### config.mk
export PLATFORM = sky130hd
export DESIGN_NAME = phy_mgmt_master
export DESIGN_NICKNAME = d
export VERILOG_FILES = /design/src/rtl/mgmt_pkg.sv /design/src/rtl/mdc_divider.sv /design/src/rtl/mdio_shifter.sv /design/src/rtl/phy_mgmt_master.sv
export SDC_FILE = /design/constraint.sdc
export NUM_CORES = 1
export LEC_CHECK = 0
export BUFFER_PORTS_ARGS = -buffer_cell sky130_fd_sc_hd__buf_4
export CAP_MARGIN = 10
export CORE_MARGIN = 4
export CORE_UTILIZATION = 54
export DETAILED_ROUTE_END_ITERATION = 7
export PLACE_DENSITY = 0.79
export RECOVER_POWER = 25
export SKIP_LAST_GASP = 1
export SLEW_MARGIN = 20
export SYNTH_ARGS = -nofsm -noshare
export SYNTH_HDL_FRONTEND = slang
export SYNTH_SLANG_ARGS = --single-unit
### constraint.sdc
create_clock -name clk -period 2.1 [get_ports clk]
set_input_delay 0.42 -clock clk [delete_from_list [all_inputs] [get_ports clk]]
set_output_delay 0.42 -clock clk [all_outputs]
set_load 0.02 [all_outputs]
### src/rtl/mgmt_pkg.sv
`timescale 1ns/1ps
package mgmt_pkg;
    // Frame geometry of the management bus (protocol-fixed)
    localparam int FRAME_BITS = 64;
    localparam int LAST_IDX   = FRAME_BITS - 1;
    localparam int HDR_BITS   = 46;           // preamble..register number
    localparam int TA2_IDX    = HDR_BITS + 1; // second turnaround bit
    localparam int DATA_START = HDR_BITS + 2;
    localparam int IDX_W      = $clog2(FRAME_BITS);
    localparam int ADR_W      = 5;
    localparam int DAT_W      = 16;

    // Host register addresses and bit positions (software-visible)
    localparam logic [1:0] ADDR_CTRL   = 2'd0;
    localparam logic [1:0] ADDR_ACCESS = 2'd1;
    localparam logic [1:0] ADDR_ALIVE  = 2'd2;
    localparam int BIT_GO   = 31;
    localparam int BIT_WR   = 30;
    localparam int BIT_EN   = 30;
    localparam int REG_LSB  = 21;
    localparam int PHY_LSB  = 16;

    typedef struct packed {
        logic               wr;
        logic [ADR_W-1:0]   regad;
        logic [ADR_W-1:0]   phyad;
        logic [DAT_W-1:0]   data;
    } cmd_t;
endpackage

### src/rtl/mdc_divider.sv
`timescale 1ns/1ps
module mdc_divider #(
    parameter int DIV_W = 8
) (
    input  logic             clk,
    input  logic             rst_n,
    input  logic             run_i,
    input  logic [DIV_W-1:0] div_i,
    output logic             mdc_o,
    output logic             rise_o,
    output logic             fall_o
);
    typedef struct packed {
        logic [DIV_W-1:0] cnt;
        logic             mdc;
    } div_st_t;

    div_st_t st_q, st_d;
    logic    wrap;

    always_comb begin
        st_d = st_q;
        wrap = run_i && (st_q.cnt >= div_i);
        if (!run_i) begin
            st_d.cnt = '0;
            st_d.mdc = 1'b0;
        end else if (wrap) begin
            st_d.cnt = '0;
            st_d.mdc = ~st_q.mdc;
        end else begin
            st_d.cnt = st_q.cnt + 1'b1;
        end
    end

    always_ff @(posedge clk or negedge rst_n) begin
        if (!rst_n) st_q <= '0;
        else        st_q <= st_d;
    end

    assign mdc_o  = st_q.mdc;
    assign rise_o = wrap && !st_q.mdc;
    assign fall_o = wrap &&  st_q.mdc;

    // MDC changes level only on a counter wrap (half period = div+1)
    assert_mdc_wrap_only_R5: assert property (@(posedge clk) disable iff (!rst_n)
        (st_q.mdc != $past(st_q.mdc)) |-> $past(wrap));
    // Clock rests low whenever the engine is idle
    assert_mdc_rest_low_R5: assert property (@(posedge clk) disable iff (!rst_n)
        !run_i |=> !st_q.mdc);
endmodule

### src/rtl/mdio_shifter.sv
`timescale 1ns/1ps
module mdio_shifter
    import mgmt_pkg::*;
(
    input  logic             clk,
    input  logic             rst_n,
    input  logic             start_i,
    input  cmd_t             cmd_i,
    input  logic             rise_i,
    input  logic             fall_i,
    input  logic             mdio_i,
    output logic             busy_o,
    output logic             mdio_o,
    output logic             mdio_oe,
    output logic             done_o,
    output logic             hit_o,
    output logic [DAT_W-1:0] rdata_o
);
    typedef struct packed {
        logic                  busy;
        logic                  wr;
        logic [IDX_W-1:0]      idx;
        logic [FRAME_BITS-1:0] sr;
        logic [DAT_W-1:0]      rdata;
        logic                  hit;
        logic                  done;
    } sh_st_t;

    sh_st_t st_q, st_d;

    function automatic logic [FRAME_BITS-1:0] build_frame(input cmd_t c);
        return {{32{1'b1}}, 2'b01, (c.wr ? 2'b01 : 2'b10), c.phyad, c.regad,
                (c.wr ? 2'b10 : 2'b11), (c.wr ? c.data : {DAT_W{1'b1}})};
    endfunction

    always_comb begin
        st_d      = st_q;
        st_d.hit  = 1'b0;
        st_d.done = 1'b0;
        if (!st_q.busy) begin
            if (start_i) begin
                st_d.busy  = 1'b1;
                st_d.wr    = cmd_i.wr;
                st_d.idx   = '0;
                st_d.sr    = build_frame(cmd_i);
                st_d.rdata = '0;
            end
        end else begin
            if (rise_i && !st_q.wr) begin
                if (st_q.idx == IDX_W'(TA2_IDX) && !mdio_i)
                    st_d.hit = 1'b1;
                if (st_q.idx >= IDX_W'(DATA_START))
                    st_d.rdata = {st_q.rdata[DAT_W-2:0], mdio_i};
            end
            if (fall_i) begin
                if (st_q.idx == IDX_W'(LAST_IDX)) begin
                    st_d.busy = 1'b0;
                    st_d.done = 1'b1;
                end else begin
                    st_d.idx = st_q.idx + 1'b1;
                    st_d.sr  = {st_q.sr[FRAME_BITS-2:0], 1'b0};
                end
            end
        end
    end

    always_ff @(posedge clk or negedge rst_n) begin
        if (!rst_n) st_q <= '0;
        else        st_q <= st_d;
    end

    assign busy_o  = st_q.busy;
    assign mdio_o  = st_q.busy ? st_q.sr[FRAME_BITS-1] : 1'b0;
    assign mdio_oe = st_q.busy && (st_q.wr || st_q.idx < IDX_W'(HDR_BITS));
    assign done_o  = st_q.done;
    assign hit_o   = st_q.hit;
    assign rdata_o = st_q.rdata;

    // Frame position moves on to the next bit only after an MDC fall
    assert_advance_on_fall_R7: assert property (@(posedge clk) disable iff (!rst_n)
        (st_q.busy && $past(st_q.busy) && st_q.idx != $past(st_q.idx)) |-> $past(fall_i));
endmodule

### src/rtl/phy_mgmt_master.sv
`timescale 1ns/1ps
module phy_mgmt_master
    import mgmt_pkg::*;
#(
    parameter int DIV_W = 8
) (
    input  logic        clk,
    input  logic        rst_n,
    input  logic        reg_we,
    input  logic [1:0]  reg_addr,
    input  logic [31:0] reg_wdata,
    output logic [31:0] reg_rdata,
    output logic        mdc,
    output logic        mdio_o,
    output logic        mdio_oe,
    input  logic        mdio_i
);
    localparam int PHY_CNT = 1 << ADR_W;

    typedef struct packed {
        logic               en;
        logic [DIV_W-1:0]   div;
        cmd_t               cmd;
        logic [PHY_CNT-1:0] alive;
    } regs_t;

    regs_t            r_q, r_d;
    logic             go;
    logic             busy, done, hit, rise, fall;
    logic [DAT_W-1:0] rdata;
    logic             wdata_unused;

    assign wdata_unused = ^{reg_wdata[29:26], reg_wdata[31:DIV_W]};

    always_comb begin
        r_d = r_q;
        go  = 1'b0;
        if (reg_we) begin
            case (reg_addr)
                ADDR_CTRL: begin
                    r_d.en  = reg_wdata[BIT_EN];
                    r_d.div = reg_wdata[DIV_W-1:0];
                end
                ADDR_ACCESS: begin
                    if (!busy) begin
                        r_d.cmd.wr    = reg_wdata[BIT_WR];
                        r_d.cmd.regad = reg_wdata[REG_LSB +: ADR_W];
                        r_d.cmd.phyad = reg_wdata[PHY_LSB +: ADR_W];
                        r_d.cmd.data  = reg_wdata[DAT_W-1:0];
                        go            = reg_wdata[BIT_GO] && r_q.en;
                    end
                end
                default: ;
            endcase
        end
        if (done && !r_q.cmd.wr)
            r_d.cmd.data = rdata;
        if (hit)
            r_d.alive[r_q.cmd.phyad] = 1'b1;
    end

    always_ff @(posedge clk or negedge rst_n) begin
        if (!rst_n) r_q <= '0;
        else        r_q <= r_d;
    end

    always_comb begin
        case (reg_addr)
            ADDR_CTRL:   reg_rdata = {~busy, r_q.en, {(30-DIV_W){1'b0}}, r_q.div};
            ADDR_ACCESS: reg_rdata = {busy, r_q.cmd.wr, 4'b0, r_q.cmd.regad,
                                      r_q.cmd.phyad, r_q.cmd.data};
            ADDR_ALIVE:  reg_rdata = r_q.alive;
            default:     reg_rdata = '0;
        endcase
    end

    mdc_divider #(.DIV_W(DIV_W)) i_div (
        .clk    (clk),
        .rst_n  (rst_n),
        .run_i  (busy),
        .div_i  (r_q.div),
        .mdc_o  (mdc),
        .rise_o (rise),
        .fall_o (fall)
    );

    mdio_shifter i_shift (
        .clk     (clk),
        .rst_n   (rst_n),
        .start_i (go),
        .cmd_i   (r_d.cmd),
        .rise_i  (rise),
        .fall_i  (fall),
        .mdio_i  (mdio_i),
        .busy_o  (busy),
        .mdio_o  (mdio_o),
        .mdio_oe (mdio_oe),
        .done_o  (done),
        .hit_o   (hit),
        .rdata_o (rdata)
    );

    // A transaction only begins while the controller is enabled
    assert_start_needs_en_R3: assert property (@(posedge clk) disable iff (!rst_n)
        $rose(busy) |-> $past(r_q.en));
    // Command writes during a transaction leave the stored fields untouched
    assert_busy_write_ignored_R4: assert property (@(posedge clk) disable iff (!rst_n)
        (busy && reg_we && reg_addr == ADDR_ACCESS && !done)
            |=> (r_q.cmd.regad == $past(r_q.cmd.regad) && r_q.cmd.phyad == $past(r_q.cmd.phyad)
                 && r_q.cmd.wr == $past(r_q.cmd.wr)));
    // Line is never driven while idle
    assert_oe_idle_R8: assert property (@(posedge clk) disable iff (!rst_n)
        !busy |-> !mdio_oe);
    // Presence bits are sticky
    assert_alive_sticky_R10: assert property (@(posedge clk) disable iff (!rst_n)
        (r_q.alive & $past(r_q.alive)) == $past(r_q.alive));
endmodule

* After elaboration in Yosys (flattened, before gate mapping)
Index checks and enable logic that the tools add are counted.
W data, S select, Z words.
** Storage, ports and cells
- Bits in registers :: 167
- Input bits :: 38
- Output and inout port bits :: 35
- Logic and storage cells :: 85
** Cells by class
- Add/subtract/negate cells :: 2
- Order comparisons :: 5
- Equality and inequality tests :: 9
- Mux-type cells :: 30
- Bitwise gates (word level) :: 3
- Reductions and logical operators :: 20
** Operator list (count)
- $mux W70 :: 2
- $pmux W32 S3 :: 1
- $mux W88 :: 1
- $mux W86 :: 1
- $mux W27 :: 3
- $mux W16 :: 3
- $or A32 B32 Y32 :: 1
- $mux W17 :: 1
- $mux W1 :: 13
- $eq A6 B6 Y1 const B :: 2
- $ne A2 B2 Y1 const B :: 5
- $logic_and A1 B1 Y1 :: 9
- $mux W9 :: 1
- $add A8 B1 Y8 const B :: 1
- $ge A8 B8 Y1 :: 1
- $mux W8 :: 1
- $add A6 B1 Y6 const B :: 1
- $ge A6 B6 Y1 const B :: 1
- $lt A5 B6 Y1 const B :: 1
- $lt A6 B6 Y1 const B :: 1
- $reduce_and A3 Y1 :: 2
- $demux W1 S5 :: 1
- $ge A5 B1 Y1 const B :: 1
- $logic_not A1 Y1 :: 4
- 8 further kinds :: 11

* Longest topological paths before layout
- Depth in word-level cells :: 7
- Mapped depth :: 11
- Gate-level depth less buffers :: 8

* Hierarchy
A second synthesis with hierarchy kept.
** Unflattened totals
- Cell total of the unflattened synthesis :: 799
- Area, all modules :: 8296.7 µm²
** By module, submodules not included
- mdio_shifter :: times used 1, cells an instance 468, area an instance 4499.3 µm², seq. area each 2252.2 µm²
- phy_mgmt_master :: times used 1, cells an instance 262, area an instance 3114.2 µm², seq. area each 1701.6 µm²
- mdc_divider :: times used 1, cells an instance 69, area an instance 683.2 µm², seq. area each 225.2 µm²

* Worst setup path after synthesis
OpenSTA, ideal clock, no wires.
- Kind :: reg2reg
- Start point :: register i_div.st_q[3] (netlist bit)
- End point :: register i_shift.st_q, in the netlist i_shift.rdata_o[10]
- Data arrival time :: 1.921 ns
- Required time :: 2.021 ns
- Setup slack :: 0.100 ns
- Stages on the path, launching flop included :: 10
- Buffers on the path :: 2
- Clock period less this slack :: 2.000 ns
- Cell sequence :: dfrtp_1 > ha_1 > a31oi_1 > nor2b_1 > nor2_1 > o21bai_1 > and3_1 > buf_4 > buf_6 > mux2i_1
** Between the ends
- Word-level cells in the longest chain between the ends :: 6
** RTL lines
- start: declaration :: RTL line mdc_divider.sv:18 : div_st_t st_q, st_d;
- start signal: assignment :: RTL line mdc_divider.sv:37 : else st_q <= st_d;
- $ge A8 B8 Y1 :: RTL line mdc_divider.sv:23 : wrap = run_i && (st_q.cnt >= div_i);
- $logic_and A1 B1 Y1 :: RTL line mdc_divider.sv:23
- $logic_and A1 B1 Y1 :: RTL line mdc_divider.sv:41 : assign rise_o = wrap && !st_q.mdc;
- $logic_and A1 B1 Y1 :: RTL line mdio_shifter.sv:49 : if (rise_i && !st_q.wr) begin
- $ne A2 B2 Y1 (no line)
- $reduce_and A3 Y1 (no line)
- end signal: assignment :: RTL line mdio_shifter.sv:69 : else st_q <= st_d;
- end: declaration :: RTL line mdio_shifter.sv:29 : sh_st_t st_q, st_d;
No other way between the ends.
A chain may end at the register's enable or synchronous reset.

* Worst setup path in the final report
- Start point :: register r_q[62] (netlist bit)
- End point :: register i_shift.st_q[46] (netlist bit)
** Between the ends
- Word-level cells in the longest chain between the ends :: 5
** RTL lines
- start: declaration :: RTL line phy_mgmt_master.sv:27 : regs_t r_q, r_d;
- start signal: assignment :: RTL line phy_mgmt_master.sv:64 : else r_q <= r_d;
- $ge A8 B8 Y1 :: RTL line mdc_divider.sv:23
- $logic_and A1 B1 Y1 :: RTL line mdc_divider.sv:23
- $logic_and A1 B1 Y1 :: RTL line mdc_divider.sv:42 : assign fall_o = wrap && st_q.mdc;
- $ne A2 B2 Y1 (no line)
- $reduce_and A3 Y1 (no line)
No other way between the ends.

==> impl_metrics.csv <==
group,metric,value,unit
yosys,async_reset_ff_share,100,%
yosys,synth_area_leaders,"dfrtp_1 (54%), nand2_1 (7.3%), mux2i_1 (5.5%)",
layout,fillers,976,
route,routed_wl,19.0,mm
timing,timing.hold.ws,0.186,ns
route,antenna_left,0,
timing,finalHoldViolCount,0,
timing,min_period,2.10,ns
yosys,ys_ff_latch,167,
route,viasPerCell,5.85,
critical_path,cp_max_fo,9,
yosys,synth.largest_area_cell,"dfrtp_1",
critical_path,worstPathArrival,2.40,ns
yosys,synth.most_common_cell,"dfrtp_1",
clocking,cts_tree,"yes",
yosys,synth_ff_type,"dfrtp_1",
route,wl_per_cell,19.0,um
worst_hold_path,hold_path_class,"input pin to flop",
timing,slew_headroom,38.3,%
timing,worst_pin_slew,0.925,ns
clocking,root_buffer,"clkbuf_16",
yosys,yosysSeqAreaShare,54.3,%
timing,setup_viol_count_final,0,
global_routing,grt-ovfl-total,0,
die,die_y,127,um
die,die_w,127,um
clocking,worstSkewPairLatency,0.43,ns
placed_design,gp_congestion,0.831,
layout,antennaDiodeCount,0,
critical_path,worstSetupStartpointType,"flop",
power,leakage,4.42,nW
yosys,yosys.area.top_type_share,54.3,%
global_routing,gr-usage-all-layers,24.1,%
critical_path,crit_path_end_kind,"flop",
layout,final_area,9400,sq um
power,ir_worst_vdd,0.718,mV
yosys,postSynthCellCount,722,
layout,drive_gt1_share,26.0,%
clocking,htreeDepth,4,
global_routing,grt_max_degree,48,
timing,drv_slew,0,
die,die_area,16200,sq um
route,drc_errors,0,
route,first_pass_iters,5,
timing,finClkSkew,0.0106,ns
placed_design,postPlaceCellArea,8460,sq um
route,drt-initial-drc-count,411,
flow_run,drv_cap,0,
critical_path,worstSetupPathType,"flop to flop",
global_routing,antenna_found_initial,0,
layout,fin_nets,857,
clocking,cts.sinks,167,
placed_design,dpl_worst_slack,-0.150,ns
yosys,syn-num-nets,770,
layout,syn_to_final_growth,22.2,%
critical_path,critPathRequiredTime,2.41,ns
timing,fin_ws,0.00332,ns
yosys,synth_cell_types,53,
global_routing,grt_pass1_vias,5868,
clocking,cts_max_path_buffers,2,
outcome,status,"complete, no violations",
placed_design,dp_hpwl,12.8,mm
die,rows,43,
route,vias,5862,
power,powerDensity,1150,nW/um^2
yosys,synth_common_cells,"dfrtp_1 (167), nand2_1 (149), nand3_1 (45)",
timing,rsz0062_at_grt,"true",
die,io_pins,73,
yosys,yosys_warnings,0,
clocking,cts_buffers,17,
yosys,avgSynthCellArea,10.7,sq um
placed_design,io_buffers,68,
die,core_area,13900,sq um
yosys,synth_edf_count,0,
die,initial_core_util,55.2,%
timing,finalCritPeriodShare,99.8,%
yosys,netlist_area,7700,sq um
global_routing,grt_pass1_wl,30.6,mm
clocking,clk_pin_slew_worst_paths,0.06,ns
timing,max_clock_freq,477,MHz
==> flip-flops by register name (all words and copies together), names as in the netlist <==
register / flops
i_shift.rdata_o: 16
i_shift.st_q: 71
i_shift.busy_o: 1
i_shift.hit_o: 1
i_shift.done_o: 1
i_div.st_q: 8
r_q: 68
i_div.mdc_o: 1
==> cells by family after synthesis <==
logic type      count (synthesis)  share of synthesized area (%)
xor+xnor                        8                          0.910
buf+inv                        75                           5.54
simple gates                  262                           15.8
fa+ha+maj                      10                           1.63
compound gates                145                           14.4
flops                         167                           54.3
mux                            55                           7.51
==> metrics by stage <==
stage	cells	TNS, ns	util (%)	power, mW
2_1_floorplan	722	0	-	6.23
4_1_cts	995	-0.00611	66.2	10.7
3_5_place_dp	958	-5.37	60.7	7.22
3_3_place_gp	958	-0.0568	60.7	7.04
6_report	1002	0	67.5	10.8
5_1_grt	1002	-0.785	67.5	11.4
==> where the power goes <==
group          switching, mW  total, mW  internal, mW
clock                   1.28       3.39          2.12
combinational           1.51       2.86          1.34
sequential             0.647       4.59          3.95
total                   3.44       10.8          7.41
==> cell type report <==
class	instances	area [sq um]	area share [%]
flip-flops and latches	167	4180	44.5
multi-input cells	482	3280	34.9
repair buffers	114	968	10.3
clock buffers	21	480	5.11
well taps	180	225	2.40
clock inverters	11	168	1.78
inverters	27	101	1.08
==> what timing repair did <==
item,CTS,global route
setup endpoints to repair,64,86
pin swaps,6,10
cloned,2,2
hold buffers,1,0
endpoints found under the hold margin,28,0
buffers inserted,2,5
resized for setup,15,27
==> layer usage <==
layer	vias up	wire, um	global-route usage, %
li1	2672	-	-
met1	2939	7980	32.1
met2	202	9380	38.4
met3	49	1070	5.39
met4	0	591	10.2
met5	-	0	0
==> final timing paths <==
path / startpoint / endpoint / slack [ns] / depth (start not counted)
setup / recovery: r_q[62] / i_shift.st_q[46] / 0.003 / 8
hold / removal: mdio_i / i_shift.hit_o / 0.19 / 2
setup reg to reg: r_q[62] / i_shift.st_q[46] / 0.003 / 8
hold reg to reg: r_q[8] / r_q[8] / 0.46 / 1
max in group asynchronous: rst_n / r_q[29] / 0.57 / 3
min in group asynchronous: rst_n / i_div.st_q[2] / 0.66 / 2
==> worst max-delay path: stages, from the launching register on <==
cell	delay [ns]
dfrtp_1	0.38
inv_1	0.11
ha_1	0.29
a21oi_4	0.17
a21oi_4	0.06
o211ai_4	0.27
nand2_4	0.17
buf_4	0.18
a221o_1	0.35
==> placed cells by master, fill, tap and decap left out, drive strengths merged, types with 15 or more instances in the layout <==
| cell | n |
|---|---|
| dfrtp | 167 |
| o21bai | 17 |
| a22o | 18 |
| clkbuf | 23 |
| nand2 | 150 |
| o21ai | 41 |
| a21oi | 15 |
| nor2 | 17 |
| buf | 111 |
| a21o | 16 |
| inv | 28 |
| mux2i | 42 |
| and3 | 16 |
| a2bb2oi | 16 |
| nand3 | 47 |
No activity file was read; power rests on OpenSTA's default activity.
